File: config.mk
export PLATFORM = sky130hd
export DESIGN_NAME = thermal_foldback
export DESIGN_NICKNAME = d
export VERILOG_FILES = /design/src/rtl/tfb_pkg.sv /design/src/rtl/tfb_sample.sv /design/src/rtl/tfb_hyst.sv /design/src/rtl/tfb_curve.sv /design/src/rtl/thermal_foldback.sv
export SDC_FILE = /design/constraint.sdc
export NUM_CORES = 1
export LEC_CHECK = 0
export BUFFER_PORTS_ARGS = -buffer_cell sky130_fd_sc_hd__buf_2
export CORE_ASPECT_RATIO = 2
export CORE_MARGIN = 2
export CORE_UTILIZATION = 35
export CTS_CLUSTER_SIZE = 30
export DETAILED_ROUTE_END_ITERATION = 8
export PLACE_DENSITY = 0.53
export SLEW_MARGIN = 20
export SYNTH_ARGS = -nofsm -noshare
export SYNTH_HDL_FRONTEND = slang
export SYNTH_HIERARCHICAL = 1
export SYNTH_SLANG_ARGS = --single-unit
File: constraint.sdc
create_clock -name clk_i -period 8.4 [get_ports clk_i]
set_input_delay 0.42 -clock clk_i [delete_from_list [all_inputs] [get_ports clk_i]]
set_output_delay 0.42 -clock clk_i [all_outputs]
set_load 0.02 [all_outputs]
File: src/rtl/tfb_pkg.sv
package tfb_pkg;

  // Piecewise derating: full below knee, zero at/after off point,
  // otherwise the larger of the steep line and the shallow line.
  function automatic int fold_curve(input int t, input int knee, input int off,
                                    input int steep, input int shallow, input int full);
    int s;
    int h;
    int r;
    if (t < knee) return full;
    if (t >= off) return 0;
    s = full - steep * (t - knee);
    h = shallow * (off - t);
    r = (s > h) ? s : h;
    if (r < 0) r = 0;
    return r;
  endfunction

  // Hysteretic trip latch: set at or above off, release below clr.
  function automatic logic next_trip(input logic cur, input int t, input int off, input int clr);
    if (cur) return (t >= clr);
    return (t >= off);
  endfunction

endpackage

File: src/rtl/tfb_sample.sv
module tfb_sample #(
  parameter int TEMP_W = 10
) (
  input  logic                     clk_i,
  input  logic                     rst_ni,
  input  logic                     valid_i,
  input  logic signed [TEMP_W-1:0] temp_i,
  output logic signed [TEMP_W-1:0] temp_o,
  output logic                     primed_o
);

  always_ff @(posedge clk_i) begin
    if (!rst_ni) begin
      temp_o   <= '0;
      primed_o <= 1'b0;
    end else if (valid_i) begin
      temp_o   <= temp_i;
      primed_o <= 1'b1;
    end
  end


  hold_when_idle_chk: assert property (@(posedge clk_i) disable iff (!rst_ni)
    !valid_i |=> $stable(temp_o));


  primed_sticky_chk: assert property (@(posedge clk_i) disable iff (!rst_ni)
    primed_o |=> primed_o);

endmodule

File: src/rtl/tfb_hyst.sv
module tfb_hyst #(
  parameter int TEMP_W = 10,
  parameter int T_OFF  = 170,
  parameter int T_CLR  = 155
) (
  input  logic                     clk_i,
  input  logic                     rst_ni,
  input  logic signed [TEMP_W-1:0] temp_i,
  output logic                     trip_next_o,
  output logic                     trip_o
);
  import tfb_pkg::*;

  always_comb trip_next_o = next_trip(trip_o, int'(temp_i), T_OFF, T_CLR);

  always_ff @(posedge clk_i) begin
    if (!rst_ni) trip_o <= 1'b0;
    else         trip_o <= trip_next_o;
  end


  trip_rise_chk: assert property (@(posedge clk_i) disable iff (!rst_ni)
    $rose(trip_o) |-> (int'($past(temp_i)) >= T_OFF));


  trip_fall_chk: assert property (@(posedge clk_i) disable iff (!rst_ni)
    $fell(trip_o) |-> (int'($past(temp_i)) < T_CLR));


  trip_band_hold_chk: assert property (@(posedge clk_i) disable iff (!rst_ni)
    (trip_o && int'(temp_i) >= T_CLR) |=> trip_o);

endmodule

File: src/rtl/tfb_curve.sv
module tfb_curve #(
  parameter int TEMP_W  = 10,
  parameter int SCALE_W = 14,
  parameter int T_KNEE  = 130,
  parameter int T_OFF   = 170,
  parameter int STEEP   = 325,
  parameter int SHALLOW = 125,
  parameter int FULL    = 10000
) (
  input  logic signed [TEMP_W-1:0] temp_i,
  output logic [SCALE_W-1:0]       scale_o
);
  import tfb_pkg::*;

  always_comb scale_o = SCALE_W'(fold_curve(int'(temp_i), T_KNEE, T_OFF, STEEP, SHALLOW, FULL));

endmodule

File: src/rtl/thermal_foldback.sv
module thermal_foldback #(
  parameter int TEMP_W    = 10,
  parameter int SCALE_W   = 14,
  parameter int T_KNEE    = 130,
  parameter int T_LOW     = 150,
  parameter int T_OFF     = 170,
  parameter int T_HYST    = 15,
  parameter int STEEP     = 325,
  parameter int FULL      = 10000,
  parameter int FLOOR_LVL = 2500
) (
  input  logic                     clk_i,
  input  logic                     rst_ni,
  input  logic                     temp_valid_i,
  input  logic signed [TEMP_W-1:0] temp_i,
  input  logic                     drive_req_i,
  output logic [SCALE_W-1:0]       scale_o,
  output logic                     drive_active_o,
  output logic                     shutdown_o
);
  localparam int SHALLOW = FLOOR_LVL / (T_OFF - T_LOW);
  localparam int T_CLR   = T_OFF - T_HYST;

  logic signed [TEMP_W-1:0] temp_r;
  logic                     primed;
  logic                     trip_next;
  logic [SCALE_W-1:0]       curve_val;
  logic                     allow;
  logic [SCALE_W-1:0]       scale_q;
  logic                     active_q;

  tfb_sample #(.TEMP_W(TEMP_W)) sample_i (
    .clk_i(clk_i), .rst_ni(rst_ni), .valid_i(temp_valid_i), .temp_i(temp_i),
    .temp_o(temp_r), .primed_o(primed)
  );

  tfb_hyst #(.TEMP_W(TEMP_W), .T_OFF(T_OFF), .T_CLR(T_CLR)) hyst_i (
    .clk_i(clk_i), .rst_ni(rst_ni), .temp_i(temp_r),
    .trip_next_o(trip_next), .trip_o(shutdown_o)
  );

  tfb_curve #(.TEMP_W(TEMP_W), .SCALE_W(SCALE_W), .T_KNEE(T_KNEE), .T_OFF(T_OFF),
              .STEEP(STEEP), .SHALLOW(SHALLOW), .FULL(FULL)) curve_i (
    .temp_i(temp_r), .scale_o(curve_val)
  );

  always_comb allow = drive_req_i && primed && !trip_next;

  always_ff @(posedge clk_i) begin
    if (!rst_ni) begin
      scale_q  <= '0;
      active_q <= 1'b0;
    end else begin
      scale_q  <= allow ? curve_val : '0;
      active_q <= allow;
    end
  end

  assign scale_o        = scale_q;
  assign drive_active_o = active_q;


  scale_cap_chk: assert property (@(posedge clk_i) disable iff (!rst_ni)
    int'(scale_q) <= FULL);


  trip_blocks_drive_chk: assert property (@(posedge clk_i) disable iff (!rst_ni)
    shutdown_o |-> (scale_q == '0 && !active_q));


  req_off_chk: assert property (@(posedge clk_i) disable iff (!rst_ni)
    !drive_req_i |=> (scale_q == '0 && !active_q));


  active_nonzero_chk: assert property (@(posedge clk_i) disable iff (!rst_ni)
    active_q |-> (scale_q != '0));

endmodule

==> results.sh <==
export IMPL_multi_input_area_um2=5140
export IMPL_cpPeakStageDelay_ps=530
export IMPL_start_util_pct=35.8
export IMPL_grt_setup_unrepaired="no"
export IMPL_ant_nets=0
export IMPL_routedWlPerCell_um=16.7
export IMPL_diodes=0
export IMPL_hp_start="temp_i[8]"
export IMPL_htreeDepth=1
export IMPL_grt_max_degree=18
export IMPL_seqCellArea_um2=546
export IMPL_place_inst=1001
export IMPL_yosysTopAreaCell="ha_1"
export IMPL_period_needed_ps=7830
export IMPL_vias=5124
export IMPL_dp_hpwl_um=15000
export IMPL_clock_latency_ps=270
export IMPL_gp_congestion=0.866
export IMPL_status="complete, no violations"
export IMPL_yosys_most_used_dff="dfxtp_1"
export IMPL_post_cts_buffers=0
export IMPL_max_freq_ghz=0.128
export IMPL_synth_seq_area_share_pct=8.49
export IMPL_synth_edff_count=0
export IMPL_setup_violations_final=0
export IMPL_core_region_area_um2=17800
export IMPL_synth_top_family_by_area="adder cells"
export IMPL_ys_ff_latch=27
export IMPL_hold_buffers=0
export IMPL_cts_sinks=27
export IMPL_synth_xor_area_share_pct=8.11
export IMPL_slew_violations=0
export IMPL_synth_simple_area_share_pct=12.3
export IMPL_nets=991
export IMPL_grt_first_pass_wirelength_um=27100
export IMPL_tritoncts="done"
export IMPL_synth_top_area_share_pct=25.9
export IMPL_nFillCells=1823
export IMPL_fin_setup_tns_ps=0
export IMPL_drtIter0Drc=177
export IMPL_synth_fa_ha_area_share_pct=42.3
export IMPL_synth_compound_area_share_pct=15.4
export IMPL_track_usage_pct=17.7
export IMPL_setup_worst_path_class="reg2reg"
export IMPL_slowest_stage="fa_1"
export IMPL_route_detailed_drc=0
export IMPL_muxShareOfSynthArea_pct=2.04
export IMPL_async_flop_share_pct=0
export IMPL_hold_viol_final=0
export IMPL_die_area_um2=19400
export IMPL_clock_tree_root_cell="clkbuf_16"
export IMPL_crit_path_start_kind="register"
export IMPL_crit_buf_inv=5
export IMPL_syn_area_per_cell_um2=8.49
export IMPL_dieHeight_um=195
export IMPL_antenna_found_initial=0
export IMPL_fin_util_pct=39.2
export IMPL_vias_per_cell=5.10
export IMPL_grt_overflow=0
export IMPL_crit_required_ps=8560
export IMPL_worst_pin_slew_ps=657
export IMPL_io_pins=30
export IMPL_maxCapViolations=0
export IMPL_timing_slew_headroom_pct=55.6
export IMPL_worst_setup_path_end_kind="register"
export IMPL_synthCells=750
export IMPL_hp_class="in2reg"
export IMPL_synth_top_cells_by_area="ha_1, fa_1, inv_1"
export IMPL_crit_fanout=13
export IMPL_period_share_pct=93.3
export IMPL_rows=69
export IMPL_cts_reportedPaths_clkPinSlew_ps=70
export IMPL_drive_above_1_share_pct=11.9
export IMPL_die_w_um=99.4
export IMPL_portBuffers=29
export IMPL_synth_warnings=6
export IMPL_syn_to_final_growth_pct=9.49
export IMPL_ys_types=69
export IMPL_syn_area_um2=6370
export IMPL_startpoint="sample_i/temp_o[1]"
export IMPL_dr_pass1_iters=4
export IMPL_crit_arrival_ps=7990
export IMPL_r2r_start="sample_i/temp_o[1]"
export IMPL_stdcell_count=1005
export IMPL_cts_root_to_sink_buffers=2
export IMPL_cts_resized=0
export IMPL_synthesis_nets=948
export IMPL_grt_pass1_vias=5502
export IMPL_totalWireLength_um=16800
export IMPL_path_delay_family="adder cells"
export IMPL_numCtsBuffers=3
export IMPL_clock_skew_ps=11.0
-- synthesized netlist by cell type (6+ instances only) --
master and instances:
and2_2 14, nor2b_1 15, dfxtp_1 27, o21ai_0 26, o211ai_1 10, inv_1 170, a21oi_1 37, fa_1 52
nand2_1 22, nand3_1 13, nor3_1 9, a21o_1 11, ha_1 132, clkbuf_1 6, mux2i_1 13, nor2_1 33
xnor2_1 37, xor2_1 22
-- per-stage QoR --
step                cell area [um^2]  hold slack [ps]  setup WS (ps)
floorplan                       6370              421           1000
global placement                6850              430            252
detailed placement              6850              439            106
CTS                             6940              409           56.1
global route                    6970              416           59.3
finish                          6970              412            567
-- routing by layer --
layer | global-route usage, % | up-vias | part of all wire, %
met3 | 0.647 | 41 | 1.1
met5 | 0 | - | 0
met1 | 16.0 | 2445 | 34
met2 | 37.7 | 72 | 60
li1 | - | 2566 | -
met4 | 8.47 | 0 | 5.6
-- final cells by class --
class | count | share of cell area [%]
clock inverters | 1 | 0.126
repair buffers | 49 | 4.23
inverters | 172 | 9.26
well taps | 213 | 3.82
clock buffers | 3 | 1.08
multi-input cells | 540 | 73.7
flip-flops and latches | 27 | 7.82
-- placed cells by master (no fill, tap or decap), types with 3 or more instances in the layout --
cell type,count
a211oi_1,5
a21o_1,11
a21oi_1,36
a31oi_1,4
and2_2,14
and3_1,4
buf_2,29
buf_4,20
clkbuf_16,3
dfxtp_1,25
fa_1,52
ha_1,132
inv_1,170
mux2i_1,13
nand2_1,22
nand2b_1,5
nand3_1,13
nand3b_1,5
nand4_1,5
nor2_1,33
nor2b_1,15
nor3_1,9
o211ai_1,10
o21a_1,4
o21ai_0,25
o21ai_1,4
o21bai_1,4
o311ai_1,5
or3_1,3
xnor2_1,35
xor2_1,22
-- registers in the layout, summed over array words and instances (netlist names) --
| signal | count |
|---|---|
| drive_active_o | 1 |
| hyst_i/trip_o | 1 |
| sample_i/primed_o | 1 |
| sample_i/temp_o | 10 |
| scale_o | 14 |
-- cells by family (layout without fill, tap and decap cells) --
logic type | after synthesis | in the layout
simple gates | 144 | 144
flops | 27 | 27
mux | 13 | 13
xor+xnor | 59 | 59
buf+inv | 183 | 225
compound gates | 140 | 140
fa+ha+maj | 184 | 184
-- worst register-to-register path: cells and delay by family, from the launching register on --
family                     cells  cell delay (ps)
xor gates and xnor gates       2              180
buffers and inverters          5              510
AOI/OAI and AO/OA             12             2600
DFF                            1              400
adders and majority gates      7             2960
and+or+nand+nor                8             1100
-- final timing paths --
path | endpoint | slack, ps | depth (start not counted)
worst min-delay path | sample_i/temp_o[8] | 410 | 3
worst max register to register | scale_o[10] | 570 | 34
worst min register to register | sample_i/primed_o | 450 | 1
worst max-delay path | scale_o[10] | 570 | 34
Power is left out: the tool's default activity adds up to more than one toggle a clock period on the data nets, which glitch-free logic cannot reach.
